$ cat config.mk
export PLATFORM = sky130hd
export DESIGN_NAME = iack_cascade_seq
export DESIGN_NICKNAME = d
export VERILOG_FILES = /design/src/rtl/iack_pkg.sv /design/src/rtl/iack_pulse_tracker.sv /design/src/rtl/iack_cascade_router.sv /design/src/rtl/iack_vector_driver.sv /design/src/rtl/iack_cascade_seq.sv
export SDC_FILE = /design/constraint.sdc
export NUM_CORES = 1
export LEC_CHECK = 0
export ABC_AREA = 1
export BUFFER_PORTS_ARGS = -buffer_cell sky130_fd_sc_hd__buf_2
export CAP_MARGIN = 20
export CELL_PAD_IN_SITES_DETAIL_PLACEMENT = 2
export CELL_PAD_IN_SITES_GLOBAL_PLACEMENT = 2
export CORE_UTILIZATION = 25
export CTS_CLUSTER_DIAMETER = 50
export DETAILED_ROUTE_END_ITERATION = 12
export GPL_TIMING_DRIVEN = 0
export PLACE_DENSITY_LB_ADDON = 0.1
export SYNTH_ARGS = -nofsm -noshare
export SYNTH_HDL_FRONTEND = slang
export SYNTH_SLANG_ARGS = --single-unit
$ cat constraint.sdc
create_clock -name clk -period 1.6 [get_ports clk]
set_input_delay 0 -clock clk [delete_from_list [all_inputs] [get_ports clk]]
set_output_delay 0 -clock clk [all_outputs]
set_load 0.02 [all_outputs]
$ cat src/rtl/iack_pkg.sv
package iack_pkg;
    parameter int LVL_W = 3;
    parameter int VEC_W = 8;
    localparam int NLVL = 1 << LVL_W;
    localparam int HI_W = VEC_W - LVL_W;

    typedef logic [LVL_W-1:0] lvl_t;
    typedef logic [VEC_W-1:0] vec_t;

    typedef enum logic [1:0] {
        PH_IDLE,
        PH_FIRST,
        PH_SECOND
    } ack_phase_e;

    // Everything captured at the first acknowledge pulse.
    typedef struct packed {
        lvl_t lvl;
        logic spur;
        logic to_slave;
        logic master;
    } grant_t;

    function automatic vec_t make_vector(input logic [HI_W-1:0] hi, input lvl_t l);
        return {hi, l};
    endfunction
endpackage

$ cat src/rtl/iack_pulse_tracker.sv
module iack_pulse_tracker
    import iack_pkg::*;
(
    input  logic       clk,
    input  logic       rst,
    input  logic       ack_n,
    output ack_phase_e phase,
    output logic       first_ev,
    output logic       second_ev,
    output logic       end_ev
);
    logic ack_q;
    logic fall, rise;

    assign fall = ack_q & ~ack_n;
    assign rise = ~ack_q & ack_n;

    assign first_ev  = (phase == PH_IDLE)   && fall;
    assign second_ev = (phase == PH_FIRST)  && fall;
    assign end_ev    = (phase == PH_SECOND) && rise;

    always_ff @(posedge clk) begin
        if (rst) begin
            ack_q <= 1'b1;
            phase <= PH_IDLE;
        end else begin
            ack_q <= ack_n;
            unique case (phase)
                PH_IDLE:   if (fall) phase <= PH_FIRST;
                PH_FIRST:  if (fall) phase <= PH_SECOND;
                PH_SECOND: if (rise) phase <= PH_IDLE;
                default:   phase <= PH_IDLE;
            endcase
        end
    end

    // the second-pulse phase only lasts while the line is held low
    a_r3_second_while_low: assert property (@(posedge clk) disable iff (rst)
        (phase == PH_SECOND) |-> !ack_q);
endmodule

$ cat src/rtl/iack_cascade_router.sv
module iack_cascade_router
    import iack_pkg::*;
(
    input  logic            clk,
    input  logic            rst,
    input  logic            first_ev,
    input  logic            second_ev,
    input  logic            end_ev,
    input  logic            is_master,
    input  logic            req_valid,
    input  lvl_t            req_level,
    input  logic [NLVL-1:0] slave_map,
    input  lvl_t            own_id,
    input  lvl_t            cas_in,
    input  logic            auto_eoi,
    output grant_t          grant,
    output logic            respond_now,
    output lvl_t            cas_out,
    output logic            cas_oe,
    output logic            take_stb,
    output lvl_t            take_level,
    output logic            eoi_stb,
    output lvl_t            eoi_level
);
    logic id_hit;
    logic sel_q;
    logic hits_slave;

    assign id_hit      = (cas_in == own_id);
    assign hits_slave  = is_master & req_valid & slave_map[req_level];
    assign respond_now = grant.master ? ~grant.to_slave : id_hit;

    always_ff @(posedge clk) begin
        if (rst) begin
            grant      <= '0;
            cas_out    <= '0;
            cas_oe     <= 1'b0;
            take_stb   <= 1'b0;
            take_level <= '0;
            eoi_stb    <= 1'b0;
            eoi_level  <= '0;
            sel_q      <= 1'b0;
        end else begin
            take_stb <= 1'b0;
            eoi_stb  <= 1'b0;
            if (first_ev) begin
                grant.lvl      <= req_valid ? req_level : '1;
                grant.spur     <= ~req_valid;
                grant.master   <= is_master;
                grant.to_slave <= hits_slave;
                cas_oe         <= hits_slave;
                cas_out        <= hits_slave ? req_level : '0;
                take_stb       <= is_master & req_valid;
                take_level     <= req_level;
                sel_q          <= 1'b0;
            end
            if (second_ev) begin
                sel_q <= id_hit & ~grant.master;
                if (!grant.master && id_hit && !grant.spur) begin
                    take_stb   <= 1'b1;
                    take_level <= grant.lvl;
                end
            end
            if (end_ev) begin
                cas_oe  <= 1'b0;
                cas_out <= '0;
                if (auto_eoi && !grant.spur && (grant.master || sel_q)) begin
                    eoi_stb   <= 1'b1;
                    eoi_level <= grant.lvl;
                end
            end
        end
    end

    // cascade lines rest at zero when not driven
    a_r5_cas_quiet: assert property (@(posedge clk) disable iff (rst)
        !cas_oe |-> (cas_out == '0));
    // the take strobe lasts a single cycle
    a_r2_take_pulse: assert property (@(posedge clk) disable iff (rst)
        take_stb |=> !take_stb);
    // a spurious sequence never ends in an automatic clear
    a_r4_no_spur_eoi: assert property (@(posedge clk) disable iff (rst)
        eoi_stb |-> !grant.spur);
    // a spurious sequence never takes a request into service
    a_r4_no_spur_take: assert property (@(posedge clk) disable iff (rst)
        take_stb |-> !grant.spur);
endmodule

$ cat src/rtl/iack_vector_driver.sv
module iack_vector_driver
    import iack_pkg::*;
(
    input  logic            clk,
    input  logic            rst,
    input  logic            second_ev,
    input  logic            end_ev,
    input  logic            respond_now,
    input  logic [HI_W-1:0] vec_hi,
    input  lvl_t            lvl,
    input  logic            buffered,
    output vec_t            data_out,
    output logic            data_oe,
    output logic            xcvr_en
);
    vec_t data_q;

    always_ff @(posedge clk) begin
        if (rst) begin
            data_q  <= '0;
            data_oe <= 1'b0;
        end else if (second_ev) begin
            data_oe <= respond_now;
            data_q  <= respond_now ? make_vector(vec_hi, lvl) : '0;
        end else if (end_ev) begin
            data_oe <= 1'b0;
            data_q  <= '0;
        end
    end

    assign data_out = data_q;
    assign xcvr_en  = buffered & data_oe;

    // nothing leaves the data outputs outside the drive window
    a_r3_data_quiet: assert property (@(posedge clk) disable iff (rst)
        !data_oe |-> (data_out == '0));
endmodule

$ cat src/rtl/iack_cascade_seq.sv
module iack_cascade_seq
    import iack_pkg::*;
(
    input  logic            clk,
    input  logic            rst,
    input  logic            ack_n,
    input  logic            req_valid,
    input  logic [LVL_W-1:0] req_level,
    input  logic [HI_W-1:0] vec_hi,
    input  logic [NLVL-1:0] slave_map,
    input  logic [LVL_W-1:0] own_id,
    input  logic            auto_eoi,
    input  logic            buffered,
    input  logic            buf_is_master,
    input  logic            role_pin,
    input  logic [LVL_W-1:0] cas_in,
    output logic [LVL_W-1:0] cas_out,
    output logic            cas_drive,
    output logic [VEC_W-1:0] data_out,
    output logic            data_drive,
    output logic            xcvr_en,
    output logic            take_stb,
    output logic [LVL_W-1:0] take_level,
    output logic            eoi_stb,
    output logic [LVL_W-1:0] eoi_level
);
    ack_phase_e phase;
    logic       first_ev, second_ev, end_ev;
    logic       is_master;
    logic       respond_now;
    grant_t     grant;

    // role source depends on buffered mode
    assign is_master = buffered ? buf_is_master : role_pin;

    iack_pulse_tracker u_track (
        .clk       (clk),
        .rst       (rst),
        .ack_n     (ack_n),
        .phase     (phase),
        .first_ev  (first_ev),
        .second_ev (second_ev),
        .end_ev    (end_ev)
    );

    iack_cascade_router u_route (
        .clk         (clk),
        .rst         (rst),
        .first_ev    (first_ev),
        .second_ev   (second_ev),
        .end_ev      (end_ev),
        .is_master   (is_master),
        .req_valid   (req_valid),
        .req_level   (req_level),
        .slave_map   (slave_map),
        .own_id      (own_id),
        .cas_in      (cas_in),
        .auto_eoi    (auto_eoi),
        .grant       (grant),
        .respond_now (respond_now),
        .cas_out     (cas_out),
        .cas_oe      (cas_drive),
        .take_stb    (take_stb),
        .take_level  (take_level),
        .eoi_stb     (eoi_stb),
        .eoi_level   (eoi_level)
    );

    iack_vector_driver u_vec (
        .clk         (clk),
        .rst         (rst),
        .second_ev   (second_ev),
        .end_ev      (end_ev),
        .respond_now (respond_now),
        .vec_hi      (vec_hi),
        .lvl         (grant.lvl),
        .buffered    (buffered),
        .data_out    (data_out),
        .data_oe     (data_drive),
        .xcvr_en     (xcvr_en)
    );

    // a device never drives the data bus and the cascade lines together
    a_r6_data_xor_cas: assert property (@(posedge clk) disable iff (rst)
        !(data_drive && cas_drive));
    // data is only driven during the second pulse
    a_r3_drive_in_second: assert property (@(posedge clk) disable iff (rst)
        data_drive |-> (phase == PH_SECOND));
    // a slave that drives data was selected by the cascade compare
    a_r7_slave_selected: assert property (@(posedge clk) disable iff (rst)
        (data_drive && !grant.master) |-> $past(cas_in == own_id) || $stable(data_drive));
    // the automatic clear follows the close of the second pulse
    a_r10_eoi_at_end: assert property (@(posedge clk) disable iff (rst)
        eoi_stb |-> (phase == PH_IDLE) && ($past(phase) == PH_SECOND));
endmodule

[Yosys cells after proc, flatten, opt, wreduce, memory -nomap -nowiden]
Cells that the tools add are included.
Cells by class
  add/subtract/negate cells: 0
  $mul: 0
  div/mod/pow operators: 0
  $lt $le $gt $ge: 1
  equality and inequality tests: 6
  shift operators: 0
  mux-type cells: 24
  bitwise logic cells: 12
  reductions and logical operators: 17
Operators with widths (count)
  $mux W8: 3
  $mux W3: 5
  $mux W1: 11
  $logic_and A1 B1 Y1: 7
  $and A1 B1 Y1: 6
  $mux W2: 3
  $ne A2 B1 Y1 const B: 3
  $not A1 Y1: 6
  $pmux W2 S3: 1
  $lt A3 B4 Y1 const B: 1
  $reduce_bool A2 Y1: 2
  $reduce_or A2 Y1: 2
  $bmux W1 S3: 1
  $eq A3 B3 Y1: 1
  $reduce_and A3 Y1: 1
  $eq A2 B1 Y1 const B: 1
  $eq A2 B2 Y1 const B: 1
  $logic_not A1 Y1: 2
  $logic_not A2 Y1: 1
  $reduce_and A2 Y1: 1
  $logic_or A1 B1 Y1: 1
Storage, ports and cells
  bits in registers: 31
  latch bits: 0
  bits in writable memories: 0
  memory bits (read-only): 0
  memories: 0

[Depth between registers and ports, before layout]
Gate-level depths: netlist of the first run.
  word-level depth: 6
  gate-level depth with buffers: 9
  depth with buffers taken out: 9

[By module]
Synthesis of the first run repeated with hierarchy kept, for this count alone.
Unflattened totals
  cell total of the unflattened synthesis: 213
  area, all modules: 1472.7 um^2
By module, submodules not included
  iack_cascade_router: instances 1, cells an instance 144, area each 950.9 um^2
  iack_vector_driver: instances 1, cells an instance 42, area each 352.8 um^2
  iack_pulse_tracker: instances 1, cells an instance 23, area each 153.9 um^2
  iack_cascade_seq: instances 1, cells an instance 4, area each 15.0 um^2

[Worst setup path after synthesis of the first run]
Ideal clock, no wire load.
  path type: flip-flop to flip-flop
  start point: reg u_track.ack_q
  end point: reg u_route.grant[4] (netlist name)
  library setup time: 0.132 ns
  data arrival time: 1.041 ns
  setup slack: 0.427 ns
  stages on the path, launching flop included: 7
  path buffers: 1
  clock period less this slack: 1.173 ns
  cells stage by stage: dfxtp_1 > nand2_2 > nor3_4 > inv_2 > buf_4 > nand2_1 > a31oi_1
Between the ends
  longest elaborated chain between the ends: 2
RTL lines
  start, declared: RTL line iack_pulse_tracker.sv:12  | logic ack_q;
  start signal, assigned: RTL line iack_pulse_tracker.sv:27  | ack_q <= ack_n;
  $and A1 B1 Y1: RTL line iack_pulse_tracker.sv:15  | assign fall = ack_q & ~ack_n;
  $logic_and A1 B1 Y1: RTL line iack_pulse_tracker.sv:18  | assign first_ev = (phase == PH_IDLE) && fall;
Every way passes these cells.
A chain may end at the register's enable or synchronous reset.

[Worst setup path in the final report of the first run]
  start point: in ack_n
  end point: reg u_route.grant[4] (netlist name)
Between the ends
  longest elaborated chain between the ends: 3
RTL lines
  start, declared: RTL line iack_cascade_seq.sv:6  | input logic ack_n,
  $not A1 Y1: RTL line iack_pulse_tracker.sv:15
  $and A1 B1 Y1: RTL line iack_pulse_tracker.sv:15
  $logic_and A1 B1 Y1: RTL line iack_pulse_tracker.sv:18
Every way passes these cells.

==> reports/qor.yml, run 1 <==
timing.final.crit_share_pct: 89.4
power_density_nw_per_um2: 887
drc: 0
met1_length_mm: 2.08
cts.sinks: 31
finalHoldViolCount: 0
rsz0062_at_grt: "no"
period_minus_slack_ns: 1.43
h-tree-depth: 2
die_w_um: 77.4
fp.dieArea_um2: 6000
clock-root-buffer: "clkbuf_8"
synth_nets: 234
startpoint_type: "primary input"
fp.dieH_um: 77.4
pre_cts_slack_ns: 0.177
placed_cell_area_um2: 1770
drt_iter0_drc: 30
top_layer: "met4"
yosysWarningCount: 0
cpMostUsedCell: "inv_2"
rows: 27
final_util_pct: 34.8
initial_core_util_pct: 25.8
syn_area_per_cell_um2: 6.97
grt_max_degree: 11
cts_resized: 0
cpMaxStageDelayCell: "dlygate4sd3_1"
portBuffers: 51
worst-path-buf-inv: 5
slew_headroom_pct: 60.7
antenna_found_initial: 0
worstPathRequired_ns: 1.75
cts_tree: "built"
ys_seq_area_share_pct: 43.6
fin_worst_skew_ns: 0.00313
drt_first_pass_iters: 4
num_vias: 1522
hpwl_mm: 3.25
clk_path_buf_depth: 2
critPathMaxStageDelay_ns: 0.53
diodes: 0
cts-buffers-inserted: 5
setup_viol: 0
drive_above_1_share_pct: 28.0
vdd_drop_max_mv: 0.283
antenna_left: 0
vias_per_cell: 4.48
grt_usage_pct: 16.0
critPathTopFamily: "buffers and inverters"
fmax_mhz: 699
hold_class: "primary input to flop"
met2_length_mm: 2.04
crit_chain: "dlygate4sd3_1, buf_2, inv_2, nand2_2, nor3_4, inv_2, buf_4, nand2_1, a31oi_1"
endpoint_kind: "flop"
setup_slack_ns: 0.170
coreArea_um2: 5510
clk-insertion-delay-late_ns: 0.28
gp_congestion: 0.689
area_delta_synth_final_pct: 34.7
synth_cells: 204
path_clk_slew_ns: 0.06
drv_cap: 0
cp.arrival_ns: 1.58
run_status: "finished clean"
tns_ns: 0
tightest_slew_ns: 0.589
grt_pass1_wl_mm: 7.45
grt_pass1_vias: 1663
wl_met3_um: 167
whs_ns: 0.0336
syn-cell-area_um2: 1420
p_leak_uw: 0.000982
layout.nets: 298
grt.overflow.total: 0
wl_per_cell_um: 12.7
yosys.cell_types.count: 22
ys_seq_elements: 31
path_max_fanout: 10
wl_mm: 4.33
pin_count: 52
report.final.slew_viol_count: 0
critPathKind: "primary input to flop"
design_area_um2: 1920
synth_stat cells:
cell / instances / area (um^2)
a21oi_1: 19 / 95.1
a31oi_1: 3 / 18.8
and2_1: 1 / 6.26
buf_4: 1 / 7.51
clkbuf_1: 2 / 7.51
dfxtp_1: 31 / 621
inv_1: 28 / 105
inv_2: 5 / 18.8
nand2_1: 61 / 229
nand2_2: 2 / 12.5
nand2_4: 1 / 11.3
nand3_1: 12 / 60.1
nand3_2: 2 / 20.0
nand4_1: 3 / 18.8
nor2_1: 18 / 67.6
nor2_2: 1 / 6.26
nor2_4: 4 / 45.0
nor3_4: 1 / 16.3
o211a_1: 1 / 10.0
o211ai_1: 1 / 7.51
o21ai_0: 6 / 30.0
xor2_1: 1 / 8.76
worst paths after layout:
path	start	end	slack [ns]	cells after the start
setup / recovery	ack_n	u_route.grant[4]	0.17	9
hold / removal	req_level[2]	u_route.cas_out[2]	0.03	3
setup reg to reg	u_track.ack_q	u_route.grant[4]	0.19	6
hold reg to reg	u_route.cas_oe	u_route.cas_oe	0.47	2
kinds of logic (layout without fill, tap and decap cells):
| family | Yosys count | in the layout | synth area share [%] |
|---|---|---|---|
| AOI/OAI and AO/OA | 30 | 30 | 11.3 |
| xor gates and xnor gates | 1 | 1 | 0.616 |
| buffers and inverters | 36 | 100 | 9.76 |
| DFF | 31 | 31 | 43.6 |
| and+or+nand+nor | 106 | 106 | 34.7 |
layer usage:
metal / track usage (%) / up-vias
li1: - / 762
met1: 19.6 / 722
met2: 27.7 / 33
met3: 3.88 / 5
met4: 4.53 / 0
met5: 0 / -
sequential cells by signal, indices dropped and copies added, names as in the netlist:
signal	cells
u_route.grant	6
u_route.cas_oe	1
u_route.cas_out	3
u_route.sel_q	1
u_vec.data_out	8
u_route.take_stb	1
u_vec.data_oe	1
u_track.ack_q	1
u_route.take_level	3
u_route.eoi_stb	1
u_track.phase	2
u_route.eoi_level	3
cell type report:
type / instances / area [um^2]
Fill cell: 711 / 3590
Multi-Input combinational cell: 137 / 663
Sequential cell: 31 / 621
Timing Repair Buffer: 57 / 315
Inverter: 33 / 124
Tap cell: 72 / 90.1
Clock buffer: 6 / 82.6
Buffer: 3 / 15.0
Clock inverter: 1 / 5.00
tightest hold or removal path: stages:
cell,delay (ns)
buf_2,0.13
nand3_1,0.08
a21oi_1,0.06
per-stage QoR:
stage | total power, uW | cells
after global routing | 1790 | 340
after CTS | 1710 | 340
after floorplan | 976 | 204
after detailed placement | 1070 | 327
final | 1700 | 340
after global placement | 1070 | 327
what timing repair did:
action                                  4_1_cts  5_1_grt
endpoints found under the setup margin        0        0
buffers inserted                              0        0
hold buffers                                  6        0
endpoints found under the hold margin         6        0
power breakdown:
part	internal [uW]	total [uW]	switching [uW]	leakage, uW
Combinational	93.6	242	148	0.000683
Sequential	798	822	24.2	0.000252
Clock	337	635	298	0.0000470
layout by cell type (no fill, tap or decap), types with 2 or more instances in the layout:
| master | synthesis | final |
|---|---|---|
| inv_2 | 5 | 5 |
| dlygate4sd3_1 | 0 | 6 |
| clkbuf_8 | 0 | 6 |
| nand4_1 | 3 | 3 |
| nand2_1 | 61 | 61 |
| dfxtp_1 | 31 | 31 |
| nand3_2 | 2 | 2 |
| a31oi_1 | 3 | 3 |
| nor2_1 | 18 | 18 |
| buf_2 | 0 | 51 |
| o21ai_0 | 6 | 6 |
| nand2_2 | 2 | 2 |
| nand3_1 | 12 | 12 |
| clkbuf_1 | 2 | 2 |
| nor2_4 | 4 | 4 |
| inv_1 | 28 | 28 |
| a21oi_1 | 19 | 19 |
Note: power is estimated with default switching activity, not from simulation.
==> run 2, diff against run 1 <==
Settings changed: ABC_CLOCK_PERIOD_IN_PS set to 1600, SYNTH_HIERARCHICAL set to 1.
==> run 2 against run 1 <==
Area after synthesis up 3.5%; power rose by 14%; count of clock-buffer cells in the layout unchanged; sequential cell count unchanged; setup slack got worse by 0.076 ns; critical path type is now flop to flop; critical endpoint is now u_route/eoi_level[2].
==> reports/qor.yml, run 2 <==
synth-main-ff-cell: "dfxtp_1"
numPlacedInstances: 336
setup_viol: 0
tightest_slew_ns: 0.470
crit_chain: "inv_1, nor3_4, nand4_1, inv_2, o21ai_1, a21oi_1"
antenna_left: 0
final_common_cell: "nand2_1"
worst-path-buf-inv: 2
synth_nets: 243
wl_per_cell_um: 13.2
period_minus_slack_ns: 1.51
fp.dieArea_um2: 6200
drt_first_pass_iters: 2
wl_mm: 4.71
fmax_mhz: 664
run_status: "finished clean"
power_density_nw_per_um2: 926
diodes: 0
vdd_drop_max_mv: 0.508
pin_count: 52
critPathTopFamily: "simple AND/OR/NAND/NOR gates"
vias_per_cell: 4.49
yosysWarningCount: 6
grt_pass1_vias: 1644
timing.final.crit_share_pct: 94.1
yosys.area.top_type: "dfxtp_1"
cpMaxStageDelayCell: "dfxtp_1"
mostFrequentLayoutCells: "64 x nand2_1, 52 x buf_2, 30 x dfxtp_1"
cts_tree: "built"
layout.nets: 314
critPathKind: "flop to flop"
report.final.slew_viol_count: 0
syn_area_per_cell_um2: 6.91
synth_most_common_cell: "nand2_1"
cts.sinks: 31
largest_reg_flops: 8
initial_core_util_pct: 26.3
synth_cells: 213
yosys.cell_types.count: 26
hpwl_mm: 3.39
ys_seq_area_share_pct: 42.1
endpoint_kind: "flop"
area_delta_synth_final_pct: 41.8
antenna_found_initial: 0
critPathMaxStageDelay_ns: 0.41
path_clk_slew_ns: 0.07
num_vias: 1604
ys_seq_elements: 31
cts-buffers-inserted: 5
ys_top_cells_by_area: "dfxtp_1 42%, nand2_1 16%, a21oi_1 6.8%"
gp_congestion: 0.705
cp.arrival_ns: 1.72
grt.overflow.total: 0
setup_slack_ns: 0.0937
async_flop_share_pct: 0
finalPower_uw: 1930
synth_top_area_share_pct: 42.1
path_max_fanout: 6
grt_pass1_wl_mm: 7.67
synth_common_cells: "64 x nand2_1, 31 x dfxtp_1, 24 x inv_1, 20 x a21oi_1, 18 x nor2_1"
rows: 27
finalHoldViolCount: 0
hold_class: "primary input to flop"
drive_above_1_share_pct: 32.6
slew_headroom_pct: 68.7
drt_iter0_drc: 19
startpoint_type: "flop"
final_cells: 357
portBuffers: 51
drc: 0
fp.dieH_um: 78.8
worstPathRequired_ns: 1.82
pre_cts_slack_ns: -0.228
drv_cap: 0
h-tree-depth: 2
p_leak_uw: 0.00103
clk-insertion-delay-late_ns: 0.28
grt_usage_pct: 16.1
die_w_um: 78.8
coreArea_um2: 5610
synth-edff-count: 0
syn-cell-area_um2: 1470
fin_worst_skew_ns: 0.00705
grt_max_degree: 11
clk_path_buf_depth: 2
clock-root-buffer: "clkbuf_8"
==> run 2: cell types whose count changed after synthesis, moves of 2 or more <==
cell     before  now
buf_6         0    2
inv_1        28   24
or2_1         0    2
o21ai_0       6    0
nand2_1      61   64
nor2_2        1    5
o21ai_1       0    5
nand3_1      12   15
nor2_4        4    1
==> run 2: worst min-delay path: stages <==
cell and delay [ns]:
buf_2 0.14, nand2_1 0.09, a21oi_2 0.05
==> run 2: cell families after synthesis <==
kind of cell / Yosys count / synth area share [%]
buf+inv: 35 / 10.1
flops: 31 / 42.1
compound gates: 30 / 10.8
simple gates: 117 / 37.0
==> run 2: power breakdown <==
part	internal (uW)	switching (uW)
Sequential	799	24.0
Clock	504	309
Combinational	123	175
Total	1430	508
==> run 2: what timing repair did <==
action,CTS,global route
setup endpoints to repair,8,8
pin swaps,0,1
endpoints found under the hold margin,7,0
gates cloned,0,0
hold buffers,7,0
gates resized for setup,1,8
setup buffers,0,6
==> run 2: layer usage <==
layer  part of all wire (%)  GRT usage (%)  vias up  routed length, um
li1                       -              -      814                  -
met1                     45           18.9      753               2120
met2                     49           28.1       32               2290
met3                    5.0           4.83        5                237
met4                    1.3           5.00        0                 59
met5                      0              0        -                  0
==> run 2: path summary, 6_finish.rpt <==
| kind | startpoint | endpoint | slack [ns] | cells after the start |
|---|---|---|---|---|
| worst min-delay path | req_level[1] | u_route/cas_out[1] | 0.04 | 3 |
| worst min register to register | u_vec/data_out[2] | u_vec/data_out[2] | 0.46 | 2 |
| worst max-delay path | u_track/phase[1] | u_route/eoi_level[2] | 0.09 | 6 |
| worst max register to register | u_track/phase[1] | u_route/eoi_level[2] | 0.09 | 6 |
==> run 2: final cells by class <==
| class | instances | area, um^2 |
|---|---|---|
| Clock inverter | 2 | 35.0 |
| Timing Repair Buffer | 64 | 370 |
| Buffer | 6 | 40.0 |
| Sequential cell | 31 | 622 |
| Clock buffer | 6 | 82.6 |
| Inverter | 29 | 109 |
| Multi-Input combinational cell | 147 | 739 |
| Fill cell | 731 | 3520 |
| Tap cell | 72 | 90.1 |
==> run 2: metrics by stage <==
step           TNS (ns)  hold slack (ns)  util (%)  instance area, um^2
6_report              0           0.0355      37.2                 2090
5_1_grt         -0.0192           0.0349      37.2                 2090
4_1_cts               0           0.0307      35.9                 2010
3_5_place_dp     -0.956            0.232      32.4                 1820
3_3_place_gp     -0.943            0.227      32.4                 1820
2_1_floorplan         0           0.0624         -                 1470
